<file path="src/rtl/dac_ld_pkg.sv">
package dac_ld_pkg;

  typedef enum logic [1:0] {
    SEL_A    = 2'b00,
    SEL_NONE = 2'b01,
    SEL_BOTH = 2'b10,
    SEL_B    = 2'b11
  } dac_sel_e;

  // Channel 0 is A, channel 1 is B.
  function automatic logic chan_hit(input logic [1:0] sel, input int ch);
    logic hit;
    case (dac_sel_e'(sel))
      SEL_BOTH: hit = 1'b1;
      SEL_A:    hit = (ch == 0);
      SEL_B:    hit = (ch == 1);
      default:  hit = 1'b0;
    endcase
    return hit;
  endfunction

endpackage

</file>
<file path="src/rtl/dac_ld_sync.sv">
module dac_ld_sync #(
  parameter int W      = 8,
  parameter int STAGES = 2
) (
  input  logic         clk,
  input  logic [W-1:0] d,
  output logic [W-1:0] q
);
  logic [W-1:0] stg [STAGES];

  always_ff @(posedge clk) begin
    stg[0] <= d;
    for (int i = 1; i < STAGES; i++) stg[i] <= stg[i-1];
  end

  assign q = stg[STAGES-1];
endmodule

</file>
<file path="src/rtl/dac_ld_rst.sv">
module dac_ld_rst #(
  parameter int STAGES = 2
) (
  input  logic clk,
  input  logic clr_n,
  output logic rst_act
);
  logic [STAGES-1:0] sh;

  // Clear empties the chain at once; ones walk in after release.
  always_ff @(posedge clk or negedge clr_n) begin
    if (!clr_n) sh <= '0;
    else        sh <= {sh[STAGES-2:0], 1'b1};
  end

  assign rst_act = !sh[STAGES-1];
endmodule

</file>
<file path="src/rtl/dac_ld_chan.sv">
module dac_ld_chan
  import dac_ld_pkg::*;
#(
  parameter int DW = 16,
  parameter int CH = 0
) (
  input  logic          clk,
  input  logic          rst_act,
  input  logic [DW-1:0] rst_val,
  input  logic          wr_act,
  input  logic          ld_act,
  input  logic [1:0]    sel,
  input  logic [DW-1:0] din,
  output logic [DW-1:0] stage_q,
  output logic [DW-1:0] out_q
);
  logic          hit;
  logic [DW-1:0] stage_d;

  always_comb begin
    hit     = chan_hit(sel, CH);
    stage_d = (wr_act && hit) ? din : stage_q;
  end

  // The load takes the next staging value, so write-plus-load is transparent.
  always_ff @(posedge clk) begin
    if (rst_act) begin
      stage_q <= rst_val;
      out_q   <= rst_val;
    end else begin
      stage_q <= stage_d;
      if (ld_act) out_q <= stage_d;
    end
  end
endmodule

</file>
<file path="src/rtl/dac_ld_seg.sv">
module dac_ld_seg #(
  parameter int DW       = 16,
  parameter int SEG_BITS = 4,
  localparam int NUM_SEG = (1 << SEG_BITS) - 1,
  localparam int BIN_W   = DW - SEG_BITS
) (
  input  logic [DW-1:0]      code,
  output logic [NUM_SEG-1:0] seg,
  output logic [BIN_W-1:0]   lsb
);
  logic [SEG_BITS-1:0] top;

  assign top = code[DW-1 -: SEG_BITS];
  assign lsb = code[BIN_W-1:0];

  for (genvar k = 0; k < NUM_SEG; k++) begin : g_seg
    assign seg[k] = (top > SEG_BITS'(k));
  end
endmodule

</file>
<file path="src/rtl/dual_dac_loader.sv">
module dual_dac_loader
  import dac_ld_pkg::*;
#(
  parameter int DW          = 16,
  parameter int SEG_BITS    = 4,
  parameter int SYNC_STAGES = 2,
  localparam int NUM_SEG    = (1 << SEG_BITS) - 1,
  localparam int BIN_W      = DW - SEG_BITS
) (
  input  logic               clk,
  input  logic               clr_n,
  input  logic               mid_rst,
  input  logic [DW-1:0]      din,
  input  logic [1:0]         addr,
  input  logic               wr_n,
  input  logic               ldac,
  output logic [DW-1:0]      dac_a,
  output logic [DW-1:0]      dac_b,
  output logic [NUM_SEG-1:0] seg_a,
  output logic [NUM_SEG-1:0] seg_b,
  output logic [BIN_W-1:0]   lsb_a,
  output logic [BIN_W-1:0]   lsb_b
);
  localparam int NCH  = 2;
  localparam int BUNW = DW + 5;
  localparam logic [DW-1:0] MID_VAL = {1'b1, {(DW-1){1'b0}}};

  logic [BUNW-1:0] raw_bus, syn_bus;
  logic            rst_act;
  logic            mid_s, wr_n_s, ldac_s;
  logic [1:0]      addr_s;
  logic [DW-1:0]   din_s, rst_val;

  logic [DW-1:0]      stage_q [NCH];
  logic [DW-1:0]      out_q   [NCH];
  logic [NUM_SEG-1:0] seg_w   [NCH];
  logic [BIN_W-1:0]   lsb_w   [NCH];

  assign raw_bus = {mid_rst, wr_n, ldac, addr, din};

  dac_ld_sync #(.W(BUNW), .STAGES(SYNC_STAGES)) u_sync (
    .clk (clk),
    .d   (raw_bus),
    .q   (syn_bus)
  );

  dac_ld_rst #(.STAGES(SYNC_STAGES)) u_rst (
    .clk     (clk),
    .clr_n   (clr_n),
    .rst_act (rst_act)
  );

  assign {mid_s, wr_n_s, ldac_s, addr_s, din_s} = syn_bus;
  assign rst_val = mid_s ? MID_VAL : '0;

  for (genvar ch = 0; ch < NCH; ch++) begin : g_ch
    dac_ld_chan #(.DW(DW), .CH(ch)) u_chan (
      .clk     (clk),
      .rst_act (rst_act),
      .rst_val (rst_val),
      .wr_act  (!wr_n_s),
      .ld_act  (ldac_s),
      .sel     (addr_s),
      .din     (din_s),
      .stage_q (stage_q[ch]),
      .out_q   (out_q[ch])
    );

    dac_ld_seg #(.DW(DW), .SEG_BITS(SEG_BITS)) u_seg (
      .code (out_q[ch]),
      .seg  (seg_w[ch]),
      .lsb  (lsb_w[ch])
    );
  end

  assign dac_a = out_q[0];
  assign dac_b = out_q[1];
  assign seg_a = seg_w[0];
  assign seg_b = seg_w[1];
  assign lsb_a = lsb_w[0];
  assign lsb_b = lsb_w[1];
endmodule

</file>
<file path="config.mk">
export PLATFORM = sky130hd
export DESIGN_NAME = dual_dac_loader
export DESIGN_NICKNAME = d
export VERILOG_FILES = /design/src/rtl/dac_ld_pkg.sv /design/src/rtl/dac_ld_sync.sv /design/src/rtl/dac_ld_rst.sv /design/src/rtl/dac_ld_chan.sv /design/src/rtl/dac_ld_seg.sv /design/src/rtl/dual_dac_loader.sv
export SDC_FILE = /design/constraint.sdc
export NUM_CORES = 1
export LEC_CHECK = 0
export BUFFER_PORTS_ARGS = -buffer_cell sky130_fd_sc_hd__buf_4
export CAP_MARGIN = 20
export CORE_MARGIN = 8
export CORE_UTILIZATION = 54
export CTS_CLUSTER_SIZE = 40
export DETAILED_ROUTE_END_ITERATION = 16
export GPL_TIMING_DRIVEN = 0
export PLACE_DENSITY_LB_ADDON = 0.15
export SYNTH_ARGS = -nofsm -noshare
export SYNTH_HDL_FRONTEND = slang
export SYNTH_SLANG_ARGS = --single-unit
</file>
<file path="constraint.sdc">
create_clock -name clk -period 2.5 [get_ports clk]
set_input_delay 0.125 -clock clk [delete_from_list [all_inputs] [get_ports clk]]
set_output_delay 0.125 -clock clk [all_outputs]
set_load 0.02 [all_outputs]
</file>
==> impl_metrics.toml, run 1 <==
[run_status]
status = "finished, final reports clean"

[layout]
final_area_sq_mm = 0.00485
fin_cells = 516
final_cell_mix = "buf_4, dfxtp_1, nand2_1, edfxtp_1, a21boi_1"
nets = 457
syn_to_final_growth_pct = 38.2
final_layout_size_suffix_gt1_share_pct = 36.0
diodes = 0
final_common_cell = "buf_4"
n_fill_cell = 443

[timing]
fin_skew_ps = 6.29
period_minus_slack_ps = 1690
slew_headroom_pct = 44.7
finalCritPeriodShare_pct = 67.6
finalHoldViolCount = 0
worstMarginPinSlew_ps = 829
fin_tns_setup_ps = 0
grt_setup_unrepaired = "false"
timing.fmax_mhz = 592
setup_viol_count_final = 0
drv_slew = 0

[setup_path]
critPathTopFamily = "flip-flops"
end_kind = "output port"
worstSetupPathType = "flip-flop to output port"
cp_max_fo = 10
arrival_ps = 1560
cp_slowest_cell = "edfxtp_1"
slowest_delay_ps = 450
critPathLaunchType = "flip-flop"
critPathRequiredTime_ps = 2380
worstPathCellList = "clkbuf_1 -> or3_1 -> buf_4"
critPathBufInv = 2

[grt]
grt_pass1_vias = 2545
grt_overflow = 0
grt_start_max_net_pins = 33
grt_pass1_wl_microns = 12000
antenna_found_initial = 0
use_met2_pct = 27.6
grt_usage_pct = 15.7
grt_use_met1_pct = 16.7
globalRoute.busiestLayer = "met2"
use_met3_pct = 4.69

[clock_network]
cts.reportedPaths.clkPinSlew_ps = 80
cts_setup_buffers = 0
cts_sinks = 108
numCtsBuffers = 9
cts_resized = 0
cts_root_buf = "clkbuf_8"
clock_latency_ps = 350
cts_tree = "done"
clockBufferDepth = 2
cts_hold_buf = 22
htreeDepth = 3

[detailed_routing]
wire_per_inst_microns = 14.2
vias = 2418
routed_wl_microns = 7310
drc = 0
ant_nets = 0
drt-initial-drc-count = 81
drtPass1Iterations = 4
viasPerCell = 4.69

[synthesis]
ys_ff_latch = 108
seq_area_frac_synth_pct = 71.0
synthCells = 293
synth_area_sq_mm = 0.00351
syn-num-nets = 316
avgSynthCellArea_sq_um = 12.0
ys_types = 24
yosys_warnings = 0

[floorplanning]
design.core.area_sq_mm = 0.00631
pin_count = 109
die_h_microns = 96.6
rows = 29
fp.dieArea_sq_mm = 0.00933
die_x_microns = 96.6
start_util_pct = 55.6

[place]
placed_area_sq_mm = 0.00442
placed_cells = 478
gp_congestion = 0.762
io_buffers = 108
dp_hpwl_microns = 5130

[worst_hold_path]
hp-class = "input port to asynchronous set/reset pin"

[pwr]
peakVddDrop_mv = 0.564
p_leak_uw = 0.00219
power_density_mw_per_mm2 = 739

[job]
drv_cap = 0
==> path summary, 6_finish.rpt <==
| path | from | endpoint | slack [ps] | cells past startpoint |
|---|---|---|---|---|
| worst max-delay path | g_ch[1].u_chan.out_q[15] | seg_b[1] | 810 | 3 |
| worst max register to register | u_rst.sh[1] | g_ch[0].u_chan.out_q[13] | 1040 | 1 |
| min in group clk | u_sync.stg[0][8] | u_sync.stg[0][29] | 330 | 0 |
| worst min-delay path | clr_n | u_rst.sh[0] | 90 | 2 |
| worst min register to register | u_sync.stg[0][8] | u_sync.stg[0][29] | 330 | 0 |
| max in group asynchronous | clr_n | u_rst.sh[1] | 2320 | 2 |
==> per-stage QoR <==
| stage | util, % | hold WS, ps | worst slack [ps] | total power, uW |
|---|---|---|---|---|
| finish | 76.8 | 92.2 | 810 | 3580 |
| global route | 76.8 | 79.7 | 720 | 3730 |
| CTS | 76.8 | 74.4 | 780 | 3610 |
| detailed placement | 70.0 | -88.6 | 1050 | 2530 |
| global placement | 69.9 | -91.4 | 495 | 2520 |
| floorplan | - | -171 | 928 | 2290 |
==> cell usage after synthesis (all sizes together) <==
master | count | share of area, %
dfxtp | 74 | 42
nand2 | 72 | 7.7
edfxtp | 32 | 27
buf | 31 | 7.1
a21boi | 30 | 6.4
clkbuf | 11 | 1.2
nor2 | 10 | 1.1
inv | 4 | 0.43
nand2b | 4 | 0.71
nor2b | 3 | 0.54
a21o | 2 | 0.43
a21oi | 2 | 0.29
a31o | 2 | 0.50
a31oi | 2 | 0.36
and3 | 2 | 0.36
dfrtp | 2 | 1.4
o21a | 2 | 0.43
o21ai | 2 | 0.29
o31a | 2 | 0.50
or3 | 2 | 0.36
conb | 1 | 0.11
or2 | 1 | 0.18
==> state kept, by name (all words and copies together) (netlist names) <==
name / count
u_sync.stg: 42
g_ch.u_chan.stage_q: 32
g_ch.u_chan.out_q: 32
u_rst.sh: 2
==> layer usage <==
layer	vias up	routed length, microns
met5	-	0
met4	0	97
met3	8	445
met2	69	3800
met1	1131	2960
li1	1210	-
==> final cells by class <==
type	count	area, sq um	share of cell area [%]
Multi-Input combinational cell	139	714	14.7
Timing Repair Buffer	130	1030	21.3
Inverter	4	15.0	0.310
Clock buffer	12	166	3.43
Buffer	42	289	5.96
Sequential cell	108	2490	51.4
Clock inverter	4	45.0	0.929
Tap cell	77	96.3	1.99
==> kinds of logic (layout without fill, tap and decap cells) <==
kind of cell    count (synthesis)  in the layout  synth area share, %
flops                         108            108                 71.0
simple gates                   94             94                 11.0
buf+inv                        46            192                 8.67
compound gates                 44             44                 9.20
other cells                     1              1                0.107
==> where the power goes <==
group	leakage [uW]	internal (uW)	switching, uW
sequential	0.000991	1910	47.5
clock	0.000111	547	522
combinational	0.00109	263	294
Power figures use the tool's default switching activity.
==> run 2: changes to the inputs <==
CORE_UTILIZATION = 45   (was 54)
clock period = 1.4 ns   (was 2.5 ns; I/O delays follow)
==> impl_metrics.toml, run 2 (same netlist as run 1, synthesis figures left out) <==
[run_status]
status = "complete, but fails checks"
violations = "setup timing"

[detailed_routing]
drc = 0
viasPerCell = 4.47
ant_nets = 0
vias = 2471
wire_per_inst_microns = 14.0
drt-initial-drc-count = 47
routed_wl_microns = 7750
drtPass1Iterations = 4

[pwr]
peakVddDrop_mv = 0.869
total_power_uw = 6630
p_leak_uw = 0.00232
power_density_mw_per_mm2 = 1280

[layout]
syn_to_final_growth_pct = 47.1
final_area_sq_mm = 0.00516
regArea_sq_mm = 0.00249
final_core_util_pct = 67.5
fin_cells = 553
multi_input_area_sq_um = 782
n_fill_cell = 590
final_layout_size_suffix_gt1_share_pct = 42.1
final_cell_mix = "buf_4, dfxtp_1, nand2_1, edfxtp_1, a21boi_1"
top_register = "u_sync.stg"
nets = 469
largest_reg_flops = 42
reg_top3 = "u_sync.stg x42, g_ch.u_chan.out_q x32, g_ch.u_chan.stage_q x32"
diodes = 0
final_common_cell = "buf_4"

[grt]
use_met2_pct = 24.5
globalRoute.busiestLayer = "met2"
grt_start_max_net_pins = 33
grt_use_met1_pct = 15.1
antenna_found_initial = 0
grt_pass1_wl_microns = 12400
grt_pass1_vias = 2527
use_met3_pct = 5.02
grt_usage_pct = 14.3
grt_overflow = 0

[timing]
hold_ws_ps = 331
period_minus_slack_ps = 1500
fin_skew_ps = 5.98
finalCritPeriodShare_pct = 107
setup_viol_count_final = 22
drv_slew = 0
finalHoldViolCount = 0
grt_setup_unrepaired = "true"
timing.fmax_mhz = 669
worst_slack_ps = -95.4

[clock_network]
clockBufferDepth = 2
cts_root_buf = "clkbuf_8"
htreeDepth = 3
cts.reportedPaths.clkPinSlew_ps = 90
cts_tree = "done"
numCtsBuffers = 9
clock_latency_ps = 360
cts_sinks = 108

[floorplanning]
die_x_microns = 104
pin_count = 109
design.core.area_sq_mm = 0.00765
rows = 32
die_h_microns = 104
start_util_pct = 45.9
fp.dieArea_sq_mm = 0.0109

[setup_path]
cp_max_fo = 6
end_kind = "output port"
cp_slowest_cell = "edfxtp_1"
worstSetupPathType = "flip-flop to output port"
worstPathCellList = "or3_4 -> buf_6"
arrival_ps = 1430
slowest_delay_ps = 510
critPathRequiredTime_ps = 1330
critPathLaunchType = "flip-flop"

[place]
placed_cells = 503
io_buffers = 108
dp_hpwl_microns = 5050
gp_congestion = 0.729
placed_area_sq_mm = 0.00445

[worst_hold_path]
hp-class = "flip-flop to flip-flop"

[job]
drv_cap = 0
-- run 2: final timing paths --
kind                                           from                  endpoint  slack, ps  depth (start not counted)
setup / recovery           g_ch[1].u_chan.out_q[13]                  seg_b[1]       -100                          2
hold / removal                     u_sync.stg[0][5]         u_sync.stg[0][26]        330                          0
setup reg to reg                  u_sync.stg[0][40]  g_ch[0].u_chan.out_q[15]         80                          5
hold reg to reg                    u_sync.stg[0][5]         u_sync.stg[0][26]        330                          0
max in group asynchronous                     clr_n               u_rst.sh[1]        730                          3
min in group asynchronous                     clr_n               u_rst.sh[0]        550                          3
-- run 2: critical path: cells and delay by family (launching register included) --
kind	cells	cell delay, ps
flip-flops	1	510
AND/OR/NAND/NOR	1	420
buffers and inverters	1	140
-- run 2: power by group --
group | leakage [uW] | switching [uW] | internal (uW)
logic | 0.00122 | 552 | 567
registers | 0.000991 | 103 | 3410
clock network | 0.000113 | 946 | 1050
total | 0.00232 | 1600 | 5020
-- run 2: area by class of cell --
| class | instances | share of cell area [%] |
|---|---|---|
| inverter | 4 | 0.291 |
| buffer | 36 | 5.24 |
| timing repair buffer | 148 | 24.3 |
| clock inverter | 5 | 1.45 |
| clock buffer | 11 | 2.74 |
| tap | 102 | 2.47 |
| multi-input combinational | 139 | 15.2 |
| sequential | 108 | 48.3 |
-- run 2: what timing repair did --
action	CTS	global route
endpoints found under the hold margin	23	0
setup buffers	13	4
pin swaps	6	2
hold buffers	23	0
gates resized for setup	22	26
setup endpoints to repair	60	43
-- run 2: per-stage QoR --
| step | TNS (ps) | worst slack, ps |
|---|---|---|
| after floorplan | 0 | 163 |
| after global placement | -3160 | -100 |
| after detailed placement | -2880 | -92.1 |
| after CTS | -320 | -90.5 |
| after global routing | -2370 | -120 |
| final | -849 | -95.4 |
-- run 2: routing by layer --
metal  vias up  part of all wire (%)
li1       1232                     -
met4         0                   2.2
met3        13                   6.8
met5         -                     0
met1      1156                    40
met2        70                    51
==> run 3: changes to the inputs <==
CORE_ASPECT_RATIO = 0.75   (was not set)
PLACE_DENSITY = 0.74   (was not set)
PLACE_DENSITY_LB_ADDON = not set   (was 0.15)
==> impl_metrics.toml, run 3 (same netlist as run 1, synthesis figures left out) <==
[pwr]
p_comb_share_pct = 16.9
netSwitchingFraction_pct = 25.6
clock_power_share_pct = 28.9
total_power_uw = 6510
peakVddDrop_mv = 0.818
p_leak_uw = 0.00231
p_seq_share_pct = 54.1
power_density_mw_per_mm2 = 1270
power.internal_uw = 4840
p_switching_uw = 1670

[timing]
drv_slew = 0
fin_tns_setup_ps = -638
fin_skew_ps = 8.59
hold_ws_ps = 330
worst_slack_ps = -77.5
grt_setup_unrepaired = "true"
setup_viol_count_final = 21
timing.fmax_mhz = 677
period_minus_slack_ps = 1480
finalHoldViolCount = 0
finalCritPeriodShare_pct = 106

[setup_path]
reg2reg_slack_ps = 70
end_kind = "output port"
cp_max_fo = 7
worstSetupPathType = "flip-flop to output port"
critPathLaunchType = "flip-flop"
worstPathCellList = "or3_1 -> buf_6"
timing.rr.end = "g_ch[0].u_chan.out_q[15]"
critPathRequiredTime_ps = 1330
crit_end = "seg_a[1]"
cp-startpoint = "g_ch[0].u_chan.out_q[13]"
slowest_delay_ps = 510
arrival_ps = 1410
reg2regPathDepth = 5
reg2reg_from = "u_sync.stg[0][40]"
cp_slowest_cell = "edfxtp_1"

[detailed_routing]
wire_per_inst_microns = 14.1
drt-initial-drc-count = 106
ant_nets = 0
vias = 2472
drc = 0
routed_wl_microns = 7790
drtPass1Iterations = 5
viasPerCell = 4.49

[floorplanning]
start_util_pct = 45.3
die_x_microns = 118
design.core.area_sq_mm = 0.00774
rows = 28
fp.dieArea_sq_mm = 0.0109
pin_count = 109
die_h_microns = 92.5

[layout]
nets = 464
final_cell_mix = "buf_4, dfxtp_1, nand2_1, edfxtp_1"
n_fill_cell = 569
final_layout_size_suffix_gt1_share_pct = 42.2
final_common_cell = "buf_4"
final_area_sq_mm = 0.00514
largest_reg_flops = 42
top_register = "u_sync.stg"
multi_input_area_sq_um = 795
fin_cells = 551
regArea_sq_mm = 0.00249
syn_to_final_growth_pct = 46.6
reg_top3 = "u_sync.stg x42, g_ch.u_chan.out_q x32, g_ch.u_chan.stage_q x32"
diodes = 0

[place]
gp_congestion = 0.767
placed_area_sq_mm = 0.00445
dp_hpwl_microns = 5210
io_buffers = 108
placed_cells = 506

[grt]
grt_start_max_net_pins = 33
grt_pass1_wl_microns = 12300
grt_pass1_vias = 2475
grt_usage_pct = 14.0
grt_overflow = 0
antenna_found_initial = 0

[clock_network]
htreeDepth = 3
cts_root_buf = "clkbuf_8"
cts.reportedPaths.clkPinSlew_ps = 100
clockBufferDepth = 2
cts_tree = "done"
clock_latency_ps = 360
cts_sinks = 108
numCtsBuffers = 9

[run_status]
violations = "setup timing"
status = "complete, but fails checks"

[job]
drv_cap = 0

[worst_hold_path]
hold_start = "u_sync.stg[0][0]"
hp-class = "flip-flop to flip-flop"
[run 3: metal layers]
layer | GRT usage [%] | part of all wire [%] | wire, microns | up-vias
li1 | - | - | - | 1226
met1 | 15.9 | 39 | 3030 | 1151
met2 | 24.4 | 53 | 4100 | 83
met3 | 4.80 | 7.3 | 568 | 12
met4 | 4.78 | 1.2 | 96 | 0
met5 | 0 | 0 | 0 | -
[run 3: repair_timing]
| action | in CTS | in global routing |
|---|---|---|
| pin swaps | 4 | 9 |
| resized for setup | 14 | 42 |
| buffers inserted | 11 | 1 |
| hold buffers | 22 | 1 |
| endpoints found under the hold margin | 23 | 2 |
| setup endpoints to repair | 61 | 50 |
[run 3: layout make-up]
cell class              instances  area share, %
well taps                     105           2.55
inverters                       4          0.292
clock inverters                 4          0.681
flip-flops and latches        108           48.5
clock buffers                  12           3.43
repair buffers                143           23.9
multi-input cells             139           15.4
plain buffers                  36           5.25
[run 3: critical path, delay by kind of cell, from the launching register on]
kind | cells | cell delay, ps
flip-flops | 1 | 510
AND/OR/NAND/NOR | 1 | 400
buffers and inverters | 1 | 140
[run 3: worst min path at each step]
stage,depth (start not counted),slack [ps],to
after global routing,2,330,u_sync.stg[0][3]
after detailed placement,1,-140,u_rst.sh[0]
after CTS,2,10,u_rst.sh[0]
after global placement,1,-150,u_rst.sh[0]
after floorplan,0,-230,u_rst.sh[0]
final,0,330,u_sync.stg[0][21]
[run 3: power groups by stage]
stage               Clock, uW  Sequential [uW]  Combinational (uW)
global route             2050             3550                1170
CTS                      1910             3510                1040
detailed placement          0             3570                 955
floorplan                   0             3630                 458
finish                   1880             3520                1100
global placement            0             3560                 939
[run 3: metrics by stage]
| stage | worst slack, ps | util (%) |
|---|---|---|
| finish | -77.5 | 66.5 |
| global route | -133 | 66.5 |
| CTS | -72.9 | 64.5 |
| detailed placement | -97.5 | 57.5 |
| global placement | -67.2 | 57.5 |
| floorplan | 163 | - |
